## src/rtl/dtr_pkg.sv

```systemverilog
package dtr_pkg;

  typedef enum logic [1:0] {
    KIND_FETCH = 2'd0,
    KIND_STORE = 2'd1,
    KIND_LOAD  = 2'd2
  } acc_kind_e;

  // Access kind watched by one member of a fixed pair.
  function automatic acc_kind_e member_kind(input int pair, input int member);
    acc_kind_e k;
    case (pair)
      0:       k = KIND_FETCH;
      1:       k = KIND_STORE;
      2:       k = KIND_LOAD;
      3:       k = (member == 0) ? KIND_FETCH : KIND_STORE;
      4:       k = (member == 0) ? KIND_FETCH : KIND_LOAD;
      default: k = KIND_FETCH;
    endcase
    return k;
  endfunction

  // A pair of two store watchers may not be linked.
  function automatic logic chain_permitted(input int pair);
    return !((member_kind(pair, 0) == KIND_STORE) &&
             (member_kind(pair, 1) == KIND_STORE));
  endfunction

  // Load watchers may not compare data values.
  function automatic logic data_cmp_permitted(input acc_kind_e k);
    return (k != KIND_LOAD);
  endfunction

endpackage

```

## src/rtl/dtr_cfg_regs.sv

```systemverilog
module dtr_cfg_regs
  import dtr_pkg::*;
#(
  parameter  int NUM_PAIRS = 5,
  localparam int NUM_TRIG  = 2 * NUM_PAIRS,
  localparam int IDX_W     = $clog2(NUM_TRIG)
) (
  input  logic                 clk,
  input  logic                 rst_n,
  input  logic                 cfg_we_i,
  input  logic [IDX_W-1:0]     cfg_idx_i,
  input  logic                 cfg_enable_i,
  input  logic                 cfg_timing_i,
  input  logic                 cfg_data_sel_i,
  input  logic                 cfg_chain_i,
  output logic [NUM_TRIG-1:0]  en_q_o,
  output logic [NUM_TRIG-1:0]  timing_q_o,
  output logic [NUM_PAIRS-1:0] chain_q_o,
  output logic                 err_q_o
);

  function automatic logic [NUM_TRIG-1:0] f_data_ok();
    logic [NUM_TRIG-1:0] m;
    for (int i = 0; i < NUM_TRIG; i++)
      m[i] = data_cmp_permitted(member_kind(i / 2, i % 2));
    return m;
  endfunction

  function automatic logic [NUM_PAIRS-1:0] f_chain_ok();
    logic [NUM_PAIRS-1:0] m;
    for (int p = 0; p < NUM_PAIRS; p++)
      m[p] = chain_permitted(p);
    return m;
  endfunction

  localparam logic [NUM_TRIG-1:0]  DATA_OK  = f_data_ok();
  localparam logic [NUM_PAIRS-1:0] CHAIN_OK = f_chain_ok();

  logic [NUM_TRIG-1:0]  en_q, en_d;
  logic [NUM_TRIG-1:0]  timing_q, timing_d;
  logic [NUM_PAIRS-1:0] chain_q, chain_d;
  logic                 err_q, err_d;
  logic                 in_range;
  logic                 cfg_upd;
  logic [IDX_W-2:0]     pair_sel;
  logic                 chain_bad;
  logic                 data_bad;
  logic                 refuse;

  assign in_range  = (int'(cfg_idx_i) < NUM_TRIG);
  assign cfg_upd   = cfg_we_i && in_range;
  assign pair_sel  = cfg_idx_i[IDX_W-1:1];
  assign chain_bad = in_range && cfg_chain_i && !CHAIN_OK[pair_sel];
  assign data_bad  = in_range && cfg_data_sel_i && !DATA_OK[cfg_idx_i];
  assign refuse    = chain_bad || data_bad;

  // Next-state
  always_comb begin
    en_d     = en_q;
    timing_d = timing_q;
    chain_d  = chain_q;
    if (cfg_upd) begin
      en_d[cfg_idx_i]     = cfg_enable_i && !refuse;
      timing_d[cfg_idx_i] = cfg_timing_i;
      if (!chain_bad)
        chain_d[pair_sel] = cfg_chain_i;
    end
    err_d = cfg_upd && refuse;
  end

  // Registers, written only on an accepted-index strobe
  always_ff @(posedge clk or negedge rst_n) begin
    if (!rst_n) begin
      en_q     <= '0;
      timing_q <= '0;
      chain_q  <= '0;
    end else if (cfg_upd) begin
      en_q     <= en_d;
      timing_q <= timing_d;
      chain_q  <= chain_d;
    end
  end

  always_ff @(posedge clk or negedge rst_n) begin
    if (!rst_n) err_q <= 1'b0;
    else        err_q <= err_d;
  end

  assign en_q_o     = en_q;
  assign timing_q_o = timing_q;
  assign chain_q_o  = chain_q;
  assign err_q_o    = err_q;


  store_chain_never_chk: assert property (@(posedge clk) disable iff (!rst_n)
    (chain_q & ~CHAIN_OK) == '0);


  load_data_refused_chk: assert property (@(posedge clk) disable iff (!rst_n)
    (cfg_we_i && cfg_data_sel_i && in_range && !DATA_OK[cfg_idx_i])
      |=> (en_q[$past(cfg_idx_i)] == 1'b0));


  cfg_hold_chk: assert property (@(posedge clk) disable iff (!rst_n)
    !cfg_we_i |=> ($stable(en_q) && $stable(timing_q) && $stable(chain_q)));


  err_pulse_chk: assert property (@(posedge clk) disable iff (!rst_n)
    (cfg_we_i && in_range && (cfg_chain_i && !CHAIN_OK[pair_sel]))
      |=> err_q);

endmodule

```

## src/rtl/dtr_pair_resolver.sv

```systemverilog
module dtr_pair_resolver
  import dtr_pkg::*;
#(
  parameter int PAIR_IDX = 0
) (
  input  logic       clk,
  input  logic       rst_n,
  input  logic       clear_i,
  input  logic       chain_i,
  input  logic [1:0] hit_i,
  input  logic [1:0] en_i,
  input  logic [1:0] timing_i,
  output logic [1:0] fire_o
);

  logic [1:0] qual;
  logic       link;
  logic       same_timing;
  logic [1:0] fire_d;

  assign qual        = hit_i & en_i;
  assign same_timing = (timing_i[0] == timing_i[1]);

  // Pairs that may never be linked ignore the chain input entirely
  generate
    if (chain_permitted(PAIR_IDX)) begin : g_linkable
      assign link = chain_i;
    end else begin : g_unlinkable
      assign link = 1'b0;
    end
  endgenerate

  always_comb begin
    if (clear_i)
      fire_d = 2'b00;
    else if (link)
      fire_d = ((&qual) && same_timing) ? 2'b11 : 2'b00;
    else
      fire_d = qual;
  end

  assign fire_o = fire_d;


  fire_needs_hit_chk: assert property (@(posedge clk) disable iff (!rst_n)
    (fire_o & ~(hit_i & en_i)) == 2'b00);


  chained_together_chk: assert property (@(posedge clk) disable iff (!rst_n)
    chain_i |-> (fire_o[0] == fire_o[1]));


  timing_split_chk: assert property (@(posedge clk) disable iff (!rst_n)
    (chain_i && chain_permitted(PAIR_IDX) && (timing_i[0] != timing_i[1]))
      |-> (fire_o == 2'b00));

endmodule

```

## src/rtl/debug_trigger_resolver.sv

```systemverilog
module debug_trigger_resolver
  import dtr_pkg::*;
#(
  parameter  int NUM_PAIRS = 5,
  localparam int NUM_TRIG  = 2 * NUM_PAIRS,
  localparam int IDX_W     = $clog2(NUM_TRIG)
) (
  input  logic                clk,
  input  logic                rst_n,
  input  logic                cfg_we_i,
  input  logic [IDX_W-1:0]    cfg_idx_i,
  input  logic                cfg_enable_i,
  input  logic                cfg_timing_i,
  input  logic                cfg_data_sel_i,
  input  logic                cfg_chain_i,
  input  logic [NUM_TRIG-1:0] hit_i,
  input  logic                clear_i,
  output logic [NUM_TRIG-1:0] fire_o,
  output logic                any_hit_o,
  output logic                trap_now_o,
  output logic                trap_next_o,
  output logic                cfg_err_o
);

  logic [NUM_TRIG-1:0]  en_q;
  logic [NUM_TRIG-1:0]  timing_q;
  logic [NUM_PAIRS-1:0] chain_q;
  logic [NUM_TRIG-1:0]  fire;

  dtr_cfg_regs #(.NUM_PAIRS(NUM_PAIRS)) u_cfg (
    .clk            (clk),
    .rst_n          (rst_n),
    .cfg_we_i       (cfg_we_i),
    .cfg_idx_i      (cfg_idx_i),
    .cfg_enable_i   (cfg_enable_i),
    .cfg_timing_i   (cfg_timing_i),
    .cfg_data_sel_i (cfg_data_sel_i),
    .cfg_chain_i    (cfg_chain_i),
    .en_q_o         (en_q),
    .timing_q_o     (timing_q),
    .chain_q_o      (chain_q),
    .err_q_o        (cfg_err_o)
  );

  for (genvar p = 0; p < NUM_PAIRS; p++) begin : g_pair
    dtr_pair_resolver #(.PAIR_IDX(p)) u_pair (
      .clk      (clk),
      .rst_n    (rst_n),
      .clear_i  (clear_i),
      .chain_i  (chain_q[p]),
      .hit_i    (hit_i[2*p+1:2*p]),
      .en_i     (en_q[2*p+1:2*p]),
      .timing_i (timing_q[2*p+1:2*p]),
      .fire_o   (fire[2*p+1:2*p])
    );
  end

  assign fire_o      = fire;
  assign any_hit_o   = |fire;
  assign trap_now_o  = |(fire & ~timing_q);
  assign trap_next_o = |(fire & timing_q);


  trap_split_chk: assert property (@(posedge clk) disable iff (!rst_n)
    any_hit_o == (trap_now_o || trap_next_o));


  clear_quiet_chk: assert property (@(posedge clk) disable iff (!rst_n)
    clear_i |-> (fire_o == '0 && !trap_now_o && !trap_next_o && !any_hit_o));

endmodule

```

## config.mk

```make
export PLATFORM = sky130hd
export DESIGN_NAME = debug_trigger_resolver
export DESIGN_NICKNAME = d
export VERILOG_FILES = /design/src/rtl/dtr_pkg.sv /design/src/rtl/dtr_cfg_regs.sv /design/src/rtl/dtr_pair_resolver.sv /design/src/rtl/debug_trigger_resolver.sv
export SDC_FILE = /design/constraint.sdc
export NUM_CORES = 1
export LEC_CHECK = 0
export ABC_AREA = 1
export BUFFER_PORTS_ARGS = -buffer_cell sky130_fd_sc_hd__buf_2
export CAP_MARGIN = 20
export CORE_MARGIN = 1.5
export CORE_UTILIZATION = 30
export CTS_CLUSTER_SIZE = 12
export DETAILED_ROUTE_END_ITERATION = 10
export PLACE_DENSITY_LB_ADDON = 0.15
export SLEW_MARGIN = 20
export SYNTH_ARGS = -nofsm -noshare
export SYNTH_HDL_FRONTEND = slang
export SYNTH_HIERARCHICAL = 1
export SYNTH_SLANG_ARGS = --single-unit
export TNS_END_PERCENT = 1
```

## constraint.sdc

```tcl
create_clock -name clk -period 2.5 [get_ports clk]
set_clock_uncertainty 0.15 [all_clocks]
set_input_delay 0.25 -clock clk [delete_from_list [all_inputs] [get_ports clk]]
set_output_delay 0.25 -clock clk [all_outputs]
set_load 0.02 [all_outputs]
```

* Yosys cells after proc, flatten, opt, wreduce, memory -nomap -nowiden
Memories as Yosys holds them, arrays and structs flattened.
Cells that the tools add are included.
** Storage, ports and cells
- Output and inout port bits :: 14
- Memories :: 2
- Word-level logic and storage cells :: 71
- Input port bits :: 22
- Bits in read-only memories :: 24
- Flip-flop bits (word level) :: 26
** Memory list
- (name not given) :: depth 16, bits a word 1, read ports 1, clocked after Yosys merged registers in 0, write ports 0, RTL line dtr_cfg_regs.sv:54 : assign data_bad = in_range && cfg_data_sel_i && !DATA_OK[cfg_idx_i];
- (name not given) :: depth 8, bits a word 1, read ports 1, clocked after Yosys merged registers in 0, write ports 0, RTL line dtr_cfg_regs.sv:53 : assign chain_bad = in_range && cfg_chain_i && !CHAIN_OK[pair_sel];
** Operators by class
- Multiplexer cells :: 22
- Equality and inequality tests :: 4
- Bitwise gates (word level) :: 9
- Reductions and logical operators :: 25
- $lt $le $gt $ge :: 5
** Operators with widths (number)
- $reduce_or 10->1 :: 3
- $mux 2 :: 13
- $and 10x10->10 :: 2
- $bwmux 10 :: 2
- $logic_and 1x1->1 :: 13
- $and 2x2->2 :: 5
- $not 10->10 :: 1
- $reduce_and 2->1 :: 5
- $bwmux 5 :: 1
- $lt 4x5->1 const B :: 1
- $demux 1 s4 :: 1
- $eq 1x1->1 :: 4
- $ge 4x1->1 const B :: 1
- $lt 3x4->1 const B :: 1
- $lt 4x4->1 const B :: 1
- $mux 1 :: 4
- $demux 1 s3 :: 1
- $ge 3x1->1 const B :: 1
- $logic_not 1->1 :: 3
- $logic_or 1x1->1 :: 1
- $not 1->1 :: 1

* Longest topological paths before layout
- Word-level depth :: 8
- Depth in mapped cells :: 8
- Mapped depth without buffers :: 8

* Modules after synthesis
Netlist, hierarchy kept.
** Modules (own cells, without submodules)
- dtr_cfg_regs :: cells an instance 147, instances 1, area each 1182.4 µm², sequential area each 650.6 µm²
- dtr_pair_resolver at g_pair[0].u_pair ... :: cells an instance 16, instances 4, area each 63.8 µm², sequential area each 0.0 µm²
- debug_trigger_resolver :: cells an instance 53, instances 1, area each 220.2 µm², sequential area each 0.0 µm²
- dtr_pair_resolver at g_pair[1].u_pair :: cells an instance 4, instances 1, area each 15.0 µm², sequential area each 0.0 µm²

* Worst setup path before layout
Ideal clock, no wire load.
- Path kind :: register to output
- Start point :: register u_cfg.en_q[0] (netlist: u_cfg/en_q_o[0])
- End point :: output trap_now_o
- Data required time :: 2.100 ns
- Cell stages (with the launch flop) :: 9
- Arrival :: 1.445 ns
- Slack :: 0.655 ns
- Path buffers :: 0
- Cells stage by stage :: dfrtp_1 nand2_1 nor2_1 nand3_1 a21oi_1 nand2_1 nand2_1 nor2_1 nand3_1
** On the way
- Word-level cells in the longest chain between the ends :: 8
** RTL lines
- start, declared :: RTL line dtr_cfg_regs.sv:39 : logic [NUM_TRIG-1:0] en_q, en_d;
- start signal, assigned :: RTL line dtr_cfg_regs.sv:78 : en_q <= en_d;
- $and 2x2->2 :: RTL line dtr_pair_resolver.sv:21 : assign qual = hit_i & en_i;
- $reduce_and 2->1 :: RTL line dtr_pair_resolver.sv:37 : fire_d = ((&qual) && same_timing) ? 2'b11 : 2'b00;
- $logic_and 1x1->1 :: RTL line dtr_pair_resolver.sv:37
- $mux 2 :: RTL line dtr_pair_resolver.sv:37
- $mux 2 :: RTL line dtr_pair_resolver.sv:36 : else if (link)
- $mux 2 :: RTL line dtr_pair_resolver.sv:34 : if (clear_i)
- named net fire_o[1] :: RTL line debug_trigger_resolver.sv:18 : output logic [NUM_TRIG-1:0] fire_o,
- $and 10x10->10 :: RTL line debug_trigger_resolver.sv:60 : assign trap_now_o = |(fire & ~timing_q);
- $reduce_or 10->1 :: RTL line debug_trigger_resolver.sv:60
- end, declared :: RTL line debug_trigger_resolver.sv:20 : output logic trap_now_o,
The timed path passes the listed nets, and every way through them passes these cells.

* Worst setup path after layout
- Start point :: register u_cfg.timing_q[9] (netlist: u_cfg/timing_q_o[9])
- End point :: output any_hit_o
** On the way
- Word-level cells in the longest chain between the ends :: 6
** RTL lines
- start, declared :: RTL line dtr_cfg_regs.sv:40 : logic [NUM_TRIG-1:0] timing_q, timing_d;
- start signal, assigned :: RTL line dtr_cfg_regs.sv:79 : timing_q <= timing_d;
- $eq 1x1->1 :: RTL line dtr_pair_resolver.sv:22 : assign same_timing = (timing_i[0] == timing_i[1]);
- $logic_and 1x1->1 :: RTL line dtr_pair_resolver.sv:37
- $mux 2 :: RTL line dtr_pair_resolver.sv:37
- $mux 2 :: RTL line dtr_pair_resolver.sv:36
- $mux 2 :: RTL line dtr_pair_resolver.sv:34
- $reduce_or 10->1 :: RTL line debug_trigger_resolver.sv:59 : assign any_hit_o = |fire;
- end, declared :: RTL line debug_trigger_resolver.sv:19 : output logic any_hit_o,
Every way passes these cells.

==> out/summary.txt <==
Rows: 26
PortBufs: 35
status: complete, no violations
Inst Count DP: 363
setup TNS: 0 ps
Required @ worst endpoint: 2100 ps
H-tree level count: 1
cell area after synthesis: 1630 um^2
pin count of the biggest net entering global routing: 26
antenna violations before repair: 0
Post-DP HPWL: 3.20 mm
clk buf depth: 2
DIE AREA: 5890 um^2
LEAKAGE: 1.04 nW
number of global-route vias before repair: 1445
Ports: 36
share of cells above drive strength 1: 15.4%
worst vdd ir: 178 uV
R2R depth: 2
Final ANT Viol Nets: 0
final hold slack: 159 ps
Worst setup startpoint: u_cfg/timing_q_o[9]
Setup Buffers After CTS: 0
Net Count, Synth: 285
crit end category: primary output
Non-Filler Instances: 368
FF+latch area: 626 um^2
CTS root buf: clkbuf_8
fin util: 37.2%
# nets final: 321
Final period util: 83.6%
core area: 5170 um^2
Synth warnings: 6
total power: 1.19 mW
Worst Path Arrival: 1690 ps
first-pass GRT wire length: 6.84 mm
Routed WL: 4.00 mm
min-delay worst type: primary input to flop
Overall Global Routing Usage: 14.5%
grt ovf: 0
Worst-Skew Late Latency: 260 ps
measured slew at the worst slew-check pin: 565 ps
fillers: 577
DRC Markers: 0
Iter 0 DRT Violations: 45
multi-input logic area: 815 um^2
HP Start: cfg_chain_i
RSZ-0062 raised after global routing: no
Max transition margin: 62.3%
Initial DRT Pass Iterations: 4
number of vias per cell: 4.48
R2R Setup Slk: 1630 ps
WL per Instance: 10.9 um
Hold Crit Endpoint: u_cfg/chain_q_o[2]
final hold violation count: 0
worst-path fanout max: 5
Post-Synthesis Cells: 263
PD cells: 620 nW/um^2
P&R area growth vs syn: 18.0%
Slew Limit Fails: 0
CTS tree: built
min Tclk post-route: 2090 ps
Initial Util: 31.5%
reg-to-reg critical path endpoint: u_cfg/timing_q_o[9]
CTS resizes: 0
Critical Path Start Type: flop
CTS sink cnt: 25
chip height: 76.7 um
Worst Setup Path Type: flop to primary output
Avg Cell Area, Syn: 6.20 um^2
Hold Crit Depth: 3
CTS clock-pin slew for the worst setup and hold paths: 100 ps
DR vias: 1649
CTS Buf Count: 3
Placer Congestion: 0.749
die width: 76.7 um
Final setup viols: 0
ANT cells: 0
FF-to-FF Start: u_cfg/timing_q_o[9]
Max-cap violations: 0
f_max: 478 MHz
==> repair_timing <==
action                     CTS  global route
hold endpoints to repair    25             0
hold buffers                 1             0
setup endpoints to repair    0             0
==> worst max-delay path by stage <==
stage	endpoint	slack [ps]	cells past startpoint
3_3_place_gp	any_hit_o	730	9
5_1_grt	trap_now_o	180	9
4_1_cts	any_hit_o	400	8
2_1_floorplan	trap_now_o	660	8
6_report	any_hit_o	410	8
3_5_place_dp	any_hit_o	710	8
==> layer usage <==
layer  routed length (um)  GRT usage, %
met1                 2130          21.3
met2                 1670          22.2
met3                  136          1.07
met4                   59          5.56
met5                    0             0
==> registers in the layout (all words and copies together), names as in the netlist <==
register	count
u_cfg/en_q_o	10
u_cfg/timing_q_o	10
u_cfg/chain_q_o	4
u_cfg/err_q_o	1
==> placed cells by master (no fill, tap or decap) <==
master	count
inv_1	40
nor3_2	1
nand2_1	110
dfrtp_1	25
o21ai_0	6
nand3b_1	1
nor2_2	2
nand3_1	9
clkbuf_8	3
o21ai_1	10
dlygate4sd3_1	1
nor2_1	27
a21oi_1	10
o21a_1	1
inv_2	3
buf_2	35
nor3b_2	1
nand4_1	12
clkinvlp_4	1
==> where the power goes <==
group	leakage (nW)	internal (mW)	switching [mW]
Clock	0.0217	0.113	0.133
Combinational	0.695	0.144	0.240
Sequential	0.320	0.483	0.0779
==> layout make-up <==
| cell class | count | area share (%) |
|---|---|---|
| timing repair buffer | 36 | 9.63 |
| clock buffer | 3 | 2.15 |
| tap | 70 | 4.55 |
| inverter | 43 | 8.39 |
| sequential | 25 | 32.5 |
| clock inverter | 1 | 0.390 |
| multi-input combinational | 190 | 42.4 |
==> through the flow <==
stage               instance area, um^2  setup slack, ps
floorplan                          1630              655
global placement                   1860              729
detailed placement                 1860              715
CTS                                1920              405
global route                       1920              183
finish                             1920              409
==> critical path, cell delays in order (launching register included) <==
cell and delay (ps):
dfrtp_1 430, inv_1 60, nand2_1 50, nand3_1 90
a21oi_1 310, nor2_1 100, nor3b_2 160, nand2_1 70
buf_2 150
No activity file was read; power rests on OpenSTA's default activity.
